===== config.mk =====
export PLATFORM = sky130hd
export DESIGN_NAME = tlb_xlate
export DESIGN_NICKNAME = d
export VERILOG_FILES = /design/src/rtl/tlb_pkg.sv /design/src/rtl/tlb_match.sv /design/src/rtl/tlb_victim_ptr.sv /design/src/rtl/tlb_xlate.sv
export SDC_FILE = /design/constraint.sdc
export NUM_CORES = 2
export LEC_CHECK = 0
export BUFFER_PORTS_ARGS = -buffer_cell sky130_fd_sc_hd__buf_2
export CAP_MARGIN = 20
export CORE_UTILIZATION = 25
export CTS_CLUSTER_SIZE = 28
export DETAILED_ROUTE_END_ITERATION = 8
export GPL_TIMING_DRIVEN = 0
export PLACE_DENSITY_LB_ADDON = 0.15
export RECOVER_POWER = 25
export SLEW_MARGIN = 20
export SYNTH_ARGS = -nofsm -noshare
export SYNTH_HDL_FRONTEND = slang
export SYNTH_SLANG_ARGS = --single-unit

===== constraint.sdc =====
create_clock -name clk -period 5.5 [get_ports clk]
set_input_delay 0.825 -clock clk [delete_from_list [all_inputs] [get_ports clk]]
set_output_delay 0.825 -clock clk [all_outputs]
set_load 0.02 [all_outputs]

===== src/rtl/tlb_pkg.sv =====
package tlb_pkg;

  typedef enum logic [1:0] {
    ACC_LOAD  = 2'b00,
    ACC_STORE = 2'b01,
    ACC_FETCH = 2'b10,
    ACC_RSVD  = 2'b11
  } acc_kind_e;

  typedef struct packed {
    logic rd;
    logic wr;
    logic ex;
    logic usr;
    logic mapped;
  } slot_rights_t;

  // Rights test for a mapped slot; the privilege test is skipped in kernel mode.
  function automatic logic rights_allow(slot_rights_t r, acc_kind_e k, logic user);
    logic kind_ok;
    case (k)
      ACC_LOAD:  kind_ok = r.rd;
      ACC_STORE: kind_ok = r.wr;
      ACC_FETCH: kind_ok = r.ex;
      default:   kind_ok = 1'b0;
    endcase
    return kind_ok && (!user || r.usr);
  endfunction

endpackage


===== src/rtl/tlb_match.sv =====
module tlb_match #(
  parameter int ENTRIES = 32,
  parameter int VPN_W   = 20,
  localparam int IDX_W  = (ENTRIES > 1) ? $clog2(ENTRIES) : 1
) (
  input  logic [ENTRIES-1:0]            slot_vld,
  input  logic [ENTRIES-1:0][VPN_W-1:0] slot_tag,
  input  logic [VPN_W-1:0]              key,
  output logic                          hit_o,
  output logic [IDX_W-1:0]              idx_o
);

  logic [ENTRIES-1:0] match_vec;

  for (genvar g = 0; g < ENTRIES; g++) begin : g_cmp
    assign match_vec[g] = slot_vld[g] && (slot_tag[g] == key);
  end

  // Scan from the top so the lowest matching slot is the last one assigned.
  always_comb begin
    hit_o = |match_vec;
    idx_o = '0;
    for (int i = ENTRIES - 1; i >= 0; i--) begin
      if (match_vec[i]) idx_o = IDX_W'(i);
    end
  end

  always_comb begin
    if (hit_o) begin
      AST_SEL_IS_MATCH: assert (match_vec[idx_o]);
      AST_SEL_IS_LOWEST: assert ((match_vec & ((ENTRIES'(1) << idx_o) - ENTRIES'(1))) == '0);
    end
  end

endmodule


===== src/rtl/tlb_victim_ptr.sv =====
module tlb_victim_ptr #(
  parameter int ENTRIES = 32,
  localparam int IDX_W  = (ENTRIES > 1) ? $clog2(ENTRIES) : 1
) (
  input  logic             clk,
  input  logic             rst,
  input  logic             flush,
  input  logic             advance,
  output logic [IDX_W-1:0] ptr_o
);

  logic [IDX_W-1:0] ptr_q;

  always_ff @(posedge clk) begin
    if (rst || flush) begin
      ptr_q <= '0;
    end else if (advance) begin
      if (ptr_q == IDX_W'(ENTRIES - 1)) ptr_q <= '0;
      else                              ptr_q <= ptr_q + IDX_W'(1);
    end
  end

  assign ptr_o = ptr_q;

  AST_PTR_FLUSH_ZERO: assert property (@(posedge clk) disable iff (rst)
    flush |=> (ptr_o == '0));

  AST_PTR_HOLDS_IDLE: assert property (@(posedge clk) disable iff (rst)
    (!flush && !advance) |=> $stable(ptr_o));

endmodule


===== src/rtl/tlb_xlate.sv =====
module tlb_xlate #(
  parameter int ENTRIES = 32,
  parameter int VA_W    = 32,
  parameter int PA_W    = 32,
  parameter int OFS_W   = 12,
  localparam int VPN_W  = VA_W - OFS_W,
  localparam int PPN_W  = PA_W - OFS_W,
  localparam int IDX_W  = (ENTRIES > 1) ? $clog2(ENTRIES) : 1
) (
  input  logic             clk,
  input  logic             rst,
  input  logic             req_valid,
  input  logic [VA_W-1:0]  req_vaddr,
  input  logic [1:0]       req_kind,
  input  logic             req_user,
  input  logic             flush,
  input  logic             fill_valid,
  input  logic [VPN_W-1:0] fill_vpn,
  input  logic [PPN_W-1:0] fill_ppn,
  input  logic             fill_rd,
  input  logic             fill_wr,
  input  logic             fill_ex,
  input  logic             fill_usr,
  input  logic             fill_mapped,
  output logic             resp_valid,
  output logic [PA_W-1:0]  resp_paddr,
  output logic             resp_miss,
  output logic             resp_page_fault,
  output logic             resp_prot_fault,
  output logic             resp_prev_ref,
  output logic             resp_prev_dirty
);
  import tlb_pkg::*;

  // Slot storage: control flags are reset, payload fields are not.
  logic [ENTRIES-1:0]            vld_q, ref_q, dirty_q;
  logic [ENTRIES-1:0][VPN_W-1:0] tag_q;
  logic [ENTRIES-1:0][PPN_W-1:0] ppn_q;
  slot_rights_t [ENTRIES-1:0]    rights_q;

  logic             hit;
  logic [IDX_W-1:0] hit_idx;
  logic [IDX_W-1:0] victim;
  logic [VPN_W-1:0] req_vpn;
  acc_kind_e        kind;
  slot_rights_t     hit_rights;
  logic             allowed, granted, do_fill;

  assign req_vpn    = req_vaddr[VA_W-1:OFS_W];
  assign kind       = acc_kind_e'(req_kind);
  assign hit_rights = rights_q[hit_idx];
  assign allowed    = rights_allow(hit_rights, kind, req_user);
  assign granted    = req_valid && hit && hit_rights.mapped && allowed;
  assign do_fill    = fill_valid && !flush;

  tlb_match #(.ENTRIES(ENTRIES), .VPN_W(VPN_W)) u_match (
    .slot_vld (vld_q),
    .slot_tag (tag_q),
    .key      (req_vpn),
    .hit_o    (hit),
    .idx_o    (hit_idx)
  );

  tlb_victim_ptr #(.ENTRIES(ENTRIES)) u_victim (
    .clk     (clk),
    .rst     (rst),
    .flush   (flush),
    .advance (do_fill),
    .ptr_o   (victim)
  );

  // Flags: flush beats everything; a fill overrides a same-slot status update.
  always_ff @(posedge clk) begin
    if (rst) begin
      vld_q   <= '0;
      ref_q   <= '0;
      dirty_q <= '0;
    end else if (flush) begin
      vld_q   <= '0;
    end else begin
      if (granted) begin
        ref_q[hit_idx] <= 1'b1;
        if (kind == ACC_STORE) dirty_q[hit_idx] <= 1'b1;
      end
      if (do_fill) begin
        vld_q[victim]   <= 1'b1;
        ref_q[victim]   <= 1'b0;
        dirty_q[victim] <= 1'b0;
      end
    end
  end

  always_ff @(posedge clk) begin
    if (do_fill) begin
      tag_q[victim]    <= fill_vpn;
      ppn_q[victim]    <= fill_ppn;
      rights_q[victim] <= '{rd: fill_rd, wr: fill_wr, ex: fill_ex,
                            usr: fill_usr, mapped: fill_mapped};
    end
  end

  // Registered response.
  always_ff @(posedge clk) begin
    if (rst) begin
      resp_valid      <= 1'b0;
      resp_paddr      <= '0;
      resp_miss       <= 1'b0;
      resp_page_fault <= 1'b0;
      resp_prot_fault <= 1'b0;
      resp_prev_ref   <= 1'b0;
      resp_prev_dirty <= 1'b0;
    end else begin
      resp_valid      <= req_valid;
      resp_miss       <= req_valid && !hit;
      resp_page_fault <= req_valid && hit && !hit_rights.mapped;
      resp_prot_fault <= req_valid && hit && hit_rights.mapped && !allowed;
      resp_paddr      <= granted ? {ppn_q[hit_idx], req_vaddr[OFS_W-1:0]} : '0;
      resp_prev_ref   <= granted && ref_q[hit_idx];
      resp_prev_dirty <= granted && dirty_q[hit_idx];
    end
  end

  AST_FLAGS_EXCLUSIVE: assert property (@(posedge clk) disable iff (rst)
    $countones({resp_miss, resp_page_fault, resp_prot_fault}) <= 1);

  AST_IDLE_NO_FLAGS: assert property (@(posedge clk) disable iff (rst)
    !resp_valid |-> !(resp_miss || resp_page_fault || resp_prot_fault));

  AST_FAULT_NO_ADDR: assert property (@(posedge clk) disable iff (rst)
    (resp_miss || resp_page_fault || resp_prot_fault) |-> (resp_paddr == '0));

  AST_FLUSH_EMPTIES: assert property (@(posedge clk) disable iff (rst)
    flush |=> (vld_q == '0));

  AST_STORE_MARKS_DIRTY: assert property (@(posedge clk) disable iff (rst)
    (granted && kind == ACC_STORE && !flush && !(do_fill && victim == hit_idx))
      |=> dirty_q[$past(hit_idx)]);

endmodule


## Word-level counts from Yosys, hierarchy flattened

Cells that the tools add are included.

| storage, ports and cells | value |
|---|---|
| memories | 0 |
| memory bits (writable) | 0 |
| bits in latches | 0 |
| register bits after elaboration | 1579 |
| bits of input ports | 85 |
| ROM bits | 0 |
| logic and storage cells | 399 |
| output and inout bits | 38 |

| operators by class | value |
|---|---|
| $lt $le $gt $ge | 4 |
| bitwise gates (word level) | 7 |
| $mul | 0 |
| $add $sub $neg | 1 |
| multiplexer cells | 62 |
| divide/modulo/power cells | 0 |
| shift-type cells | 0 |
| reduce and logical (&&, ||, !) cells | 55 |
| eq/ne operators | 35 |

Operator list:

| operator | count |
|---|---|
| $bwmux 640 | 2 |
| $eq 20x20->1 | 32 |
| $mux 32 | 9 |
| $mux 5 | 35 |
| $bwmux 160 | 1 |
| $bmux 20 s5 | 1 |
| $demux 20 s5 | 1 |
| $or 32x32->32 | 3 |
| $and 32x32->32 | 2 |
| $logic_and 1x1->1 | 44 |
| $mux 20 | 2 |
| $not 32->32 | 1 |
| $reduce_or 32->1 | 1 |
| $bmux 5 s5 | 1 |
| $demux 5 s5 | 1 |
| $lt 5x6->1 const B | 2 |
| $bmux 1 s5 | 2 |
| $demux 1 s5 | 2 |
| $ge 5x1->1 const B | 2 |
| $add 5x1->5 const B | 1 |
| $eq 5x5->1 const B | 1 |
| $logic_not 1->1 | 5 |
| $mux 1 | 4 |
| $reduce_or 2->1 | 2 |
| 6 further kinds | 7 |

## Depth between registers and ports, before layout

| logic depth | value |
|---|---|
| word-level depth | 45 |
| mapped depth | 24 |
| mapped depth without buffers | 15 |

## Hierarchy

From an unflattened synthesis, not the netlist that was laid out.

| second synthesis, totals | value |
|---|---|
| cell total of the unflattened synthesis | 3467 |
| area total of the unflattened synthesis | 62932.9 µm² |

Modules (own cells, without submodules):

| module | cells an instance | sequential area each (µm²) | times used | area each (µm²) |
|---|---|---|---|---|
| tlb_xlate | 2431 | 45924.0 | 1 | 54783.8 |
| tlb_match | 1014 | 0.0 | 1 | 7920.1 |
| tlb_victim_ptr | 22 | 100.1 | 1 | 229.0 |

## Least setup slack after synthesis

No wires, ideal clock.

| path | value |
|---|---|
| path kind | input to register |
| from | in req_vaddr[14] |
| to | reg resp_paddr[21] |
| stages | 22 |
| slack | 0.500 ns |
| library setup time | 0.059 ns |
| data required time | 5.441 ns |
| data arrival time | 4.941 ns |
| path buffers | 8 |
| cell sequence | buf_2 > buf_6 > buf_2 > xnor2_1 > nand3b_1 > nor4_1 > nand4_1 > o2bb2ai_1 > a2111o_1 > a221o_1 > buf_4 > buf_6 > buf_6 > mux2i_1 > a311oi_1 > nand4_1 > nor4_1 > nand3_1 > a21oi_4 > buf_6 > buf_6 > o211a_1 |

| on the way | value |
|---|---|
| word-level cells in the longest chain between the ends | 41 |
| elaborated cells on any way between the ends | 109 |
| those cells by class | eq/ne (32); mux (37); bitwise (1); reduce/logical (39) |

Ends and longest elaborated chain:

| what | RTL line | source |
|---|---|---|
| start: declaration | tlb_xlate.sv:13 | `input logic [VA_W-1:0] req_vaddr,` |
| $eq 20x20->1 | tlb_match.sv:16 | `assign match_vec[g] = slot_vld[g] && (slot_tag[g] == key);` |
| $logic_and 1x1->1 | tlb_match.sv:16 |  |
| $mux 5 (32 in series) | tlb_match.sv:24 | `if (match_vec[i]) idx_o = IDX_W'(i);` |
| $bmux 5 s5 | tlb_xlate.sv:51 | `assign hit_rights = rights_q[hit_idx];` |
| $mux 5 (not written as such) | tlb_xlate.sv:51 |  |
| $pmux 1 s3 or $logic_or 1x1->1 (tied branches) | tlb_pkg.sv:21, tlb_pkg.sv:27 |  |
| $logic_and 1x1->1 | tlb_pkg.sv:27 | `return kind_ok && (!user \|\| r.usr);` |
| $logic_and 1x1->1 | tlb_xlate.sv:53 | `assign granted = req_valid && hit && hit_rights.mapped && allowed;` |
| $not 1->1 (no source line) | n/a |  |
| $reduce_or 2->1 (no source line) | n/a |  |
| end signal: assignment | tlb_xlate.sv:117 | `resp_paddr <= granted ? {ppn_q[hit_idx], req_vaddr[OFS_W-1:0]} : '0;` |
| end: declaration | tlb_xlate.sv:26 | `output logic [PA_W-1:0] resp_paddr,` |

Parallel ways exist; a longest one is shown, timed or not. The select of a mux whose other input is x is not followed.
A chain may end at the register's enable or synchronous reset.

## Worst setup path in the final report

| path | value |
|---|---|
| from | in req_vaddr[23] |
| to | reg resp_paddr[28] |

Same word-level chain as after synthesis.

==> impl_summary.txt <==
----------------------------------------------------
[Yosys]
  Synthesis Warnings ... 0
  Primary FF master, synth ... sky130_fd_sc_hd__edfxtp_1
  Sequential share of the synthesized area ... 0.690
  Post-synthesis net count ... 4,812
  Unique cell type count in the Yosys netlist ... 90
  Proportion of netlist area held by the largest area contributor ... 0.648
  Count of flip-flops with a built-in enable after synthesis ... 1,440
  Cell with the most instances after synthesis ... sky130_fd_sc_hd__edfxtp_1
  Share of synthesized registers carrying an async set or reset ... 0
  Area leader, netlist ... sky130_fd_sc_hd__edfxtp_1
  Post-Synthesis Cells ... 4,722
  Biggest area contributors in the synthesized netlist ... sky130_fd_sc_hd__edfxtp_1 (65%), sky130_fd_sc_hd__xnor2_1 (6.4%), sky130_fd_sc_hd__dfxtp_1 (4.2%)
  Commonest cells in the synthesized netlist ... sky130_fd_sc_hd__edfxtp_1 (1,440), sky130_fd_sc_hd__xnor2_1 (484), sky130_fd_sc_hd__nor2_1 (238), sky130_fd_sc_hd__nand4_1 (210), sky130_fd_sc_hd__o21ai_0 (193)
  Post-synthesis instance area ... 66,700 µm²
  Mean instance size in the synthesized netlist ... 14.1 µm²
  #FFs+latches synth ... 1,579

[Run status]
  Outcome ... finished with violations
  Failing checks ... DRC, capacitance limit, slew limit, setup timing

[Clocking]
  Clock edge transition at the registers on the reported setup and hold paths ... 60 ps
  Number of buffers created by CTS ... 179
  Clock latency of the later-clocked register in the worst-skew pair ... 860 ps
  Number of levels the H-tree was split into ... 4
  Number of hold buffers added after CTS ... 0
  Clock tree from TritonCTS ... yes
  Clock tree root driver cell ... sky130_fd_sc_hd__clkbuf_16
  Total clock sinks ... 1,579
  Maximum clock path buffer count ... 3

[Global routing]
  Initial antenna violation count ... 26
  Total gr overflow ... 0
  Overall Global Routing Usage ... 0.204
  Vias in the first global route ... 43,600
  First-pass GRT wire length ... 378,000 µm
  Pin count of the biggest net entering global routing ... 33

[Critical path]
  Crit path max fanout ... 10
  Kind of end point of the critical path ... flop
  Critical path data arrival time ... 6290 ps
  Endpoint required time on the critical path ... 6270 ps
  Start-to-end type of the worst setup path ... input pin to flop
  Critical Path Start Type ... input pin

[Routing]
  Routed met1 length ... 127,000 µm
  # DRC ... 12
  Drt pass-1 iters ... 8
  Top routing layer used ... met5
  Via Count ... 45,100
  Post-detailed-route wirelength per cell ... 31.7 µm
  Vias per inst ... 5.09
  Final ANT Viol Nets ... 0
  Met2 Routed Length ... 132,000 µm
  Sum of met3 wire segment lengths after detailed routing ... 15,100 µm
  Violation count after the first detailed-routing iteration ... 4,807
  Routed WL ... 281,000 µm

[Timing]
  RSZ-0062 raised after global routing ... no
  Share of the clock period used by the worst path ... 1.00
  Final Setup Violations ... 2
  Worst hold margin ... 204 ps
  Slew at the pin closest to its max-slew limit ... 3500 ps
  Worst slew slack as a fraction of its limit ... -1.33
  Count of final max-slew check failures ... 932
  Post-Route Skew ... 51.0 ps
  Maximum clock frequency ... 181 MHz
  Hold Violations, Final ... 0
  Final TNS setup ... -37.1 ps
  Final WS setup ... -20.2 ps
  Period minus WS final ... 5520 ps

[Hold path]
  Hold crit path type ... input pin to flop

[Power]
  Peak supply drop ... 341 µV
  Lkg Pwr ... 26.5 nW
  Pwr per Cell Area ... 322 nW/µm²

[Die]
  Placeable core region ... 265,000 µm²
  Total Die Area ... 269,000 µm²
  Die Ht ... 519 µm
  Total I/O pin count ... 123
  Horizontal extent of the die ... 519 µm
  Initial core utilization ... 0.252
  Site row count ... 189

[Run]
  Number of maximum-capacitance constraint violations ... 30

[Final layout]
  Final nets ... 5,268
  Synthesis-to-layout area growth ... 22.7%
  Ratio of cells with drive above 1 in the final layout ... 0.166

[Placed design]
  Last weighted congestion value of the routability-driven placer ... 0.841
  Worst-case setup slack after placement ... -3500 ps
  Half-perimeter wire length after detailed placement ... 184,000 µm
  Count of port buffers added during placement ... 100

----------------------------------------------------
critical path: stages:
cell,delay [ps]
sky130_fd_sc_hd__buf_2,210
sky130_fd_sc_hd__buf_6,280
sky130_fd_sc_hd__buf_6,310
sky130_fd_sc_hd__xor2_1,290
sky130_fd_sc_hd__nor4_1,70
sky130_fd_sc_hd__and4_1,220
sky130_fd_sc_hd__nand4_1,240
sky130_fd_sc_hd__nand4_1,290
sky130_fd_sc_hd__or2_2,450
sky130_fd_sc_hd__a21oi_1,660
sky130_fd_sc_hd__nand2_1,180
sky130_fd_sc_hd__nor2_2,540
sky130_fd_sc_hd__nand2_1,240
sky130_fd_sc_hd__a21oi_1,290
sky130_fd_sc_hd__o31ai_4,110
sky130_fd_sc_hd__a21oi_4,190
sky130_fd_sc_hd__buf_12,170
sky130_fd_sc_hd__buf_6,160
sky130_fd_sc_hd__buf_6,190
sky130_fd_sc_hd__o211a_1,260
layout make-up:
cell class                 count  area [µm²]
antenna                        9        22.5
buffer                       262        1950
clock buffer                 240        5010
clock inverter                92         876
fill                       26500      183000
inverter                      13        48.8
multi-input combinational   2860       20200
sequential                  1579       46000
tap                         3533        4420
timing repair buffer         283        3360
per-layer routing:
| metal | up-vias | track usage |
|---|---|---|
| met4 | 6 | 0.0548 |
| met5 | - | 0 |
| met1 | 23800 | 0.286 |
| li1 | 19300 | - |
| met3 | 362 | 0.0233 |
| met2 | 1734 | 0.332 |
final timing paths:
check                                    from              to  slack [ps]  cells after the start
worst min-delay path             req_vaddr[2]   resp_paddr[2]         200                      2
worst max register to register     tag_q[607]  resp_paddr[25]          20                     14
worst max-delay path            req_vaddr[23]  resp_paddr[28]         -20                     20
worst min register to register      ref_q[31]       ref_q[31]         470                      1
metrics by stage:
stage / utilization / power, mW / std cells / instance area [µm²]
after global routing: 0.309 / 27.1 / 8863 / 81900
after detailed placement: 0.281 / 14.5 / 8467 / 74400
after global placement: 0.270 / 14.5 / 8355 / 71700
after CTS: 0.307 / 26.6 / 8845 / 81500
final: 0.309 / 26.4 / 8871 / 81900
after floorplan: - / 13.9 / 4722 / 66700
repair_timing:
action                     4_1_cts  5_1_grt
pin swaps                       33       20
setup endpoints to repair      100       99
buffers inserted                51       20
resized for setup              248      107
cells in the final DEF, fill, tap and decap left out, types with 144 or more instances in the layout:
master,netlist,layout
sky130_fd_sc_hd__xnor2_1,484,481
sky130_fd_sc_hd__nand4_1,210,210
sky130_fd_sc_hd__clkbuf_1,157,144
sky130_fd_sc_hd__nor2_1,238,201
sky130_fd_sc_hd__a21oi_1,189,188
sky130_fd_sc_hd__xor2_1,150,150
sky130_fd_sc_hd__nand2_1,180,175
sky130_fd_sc_hd__o21ai_0,193,178
sky130_fd_sc_hd__edfxtp_1,1440,1440
sky130_fd_sc_hd__a22oi_1,183,169
sky130_fd_sc_hd__clkbuf_16,0,185
sky130_fd_sc_hd__and3_1,157,157
cells by family after synthesis:
group,count (synthesis),share of synthesized area
flops,1579,0.690
xor+xnor,634,0.0832
buf+inv,283,0.0218
simple gates,1339,0.112
compound gates,827,0.0841
fa+ha+maj,5,0.000937
mux,55,0.00864
sequential cells by signal, indices dropped and copies added, names as in the netlist, 5 cells and up:
register,flops
ppn_q,640
ref_q,32
vld_q,32
tag_q,640
dirty_q,32
resp_paddr,32
u_victim.ptr_o,5
rights_q,160
report_power, final:
group,switching (mW),total (mW),internal [mW]
Combinational,0.870,1.18,0.314
Sequential,0.00677,13.1,13.1
Clock,5.28,12.1,6.78
Total,6.15,26.4,20.2
Power figures use the tool's default switching activity.
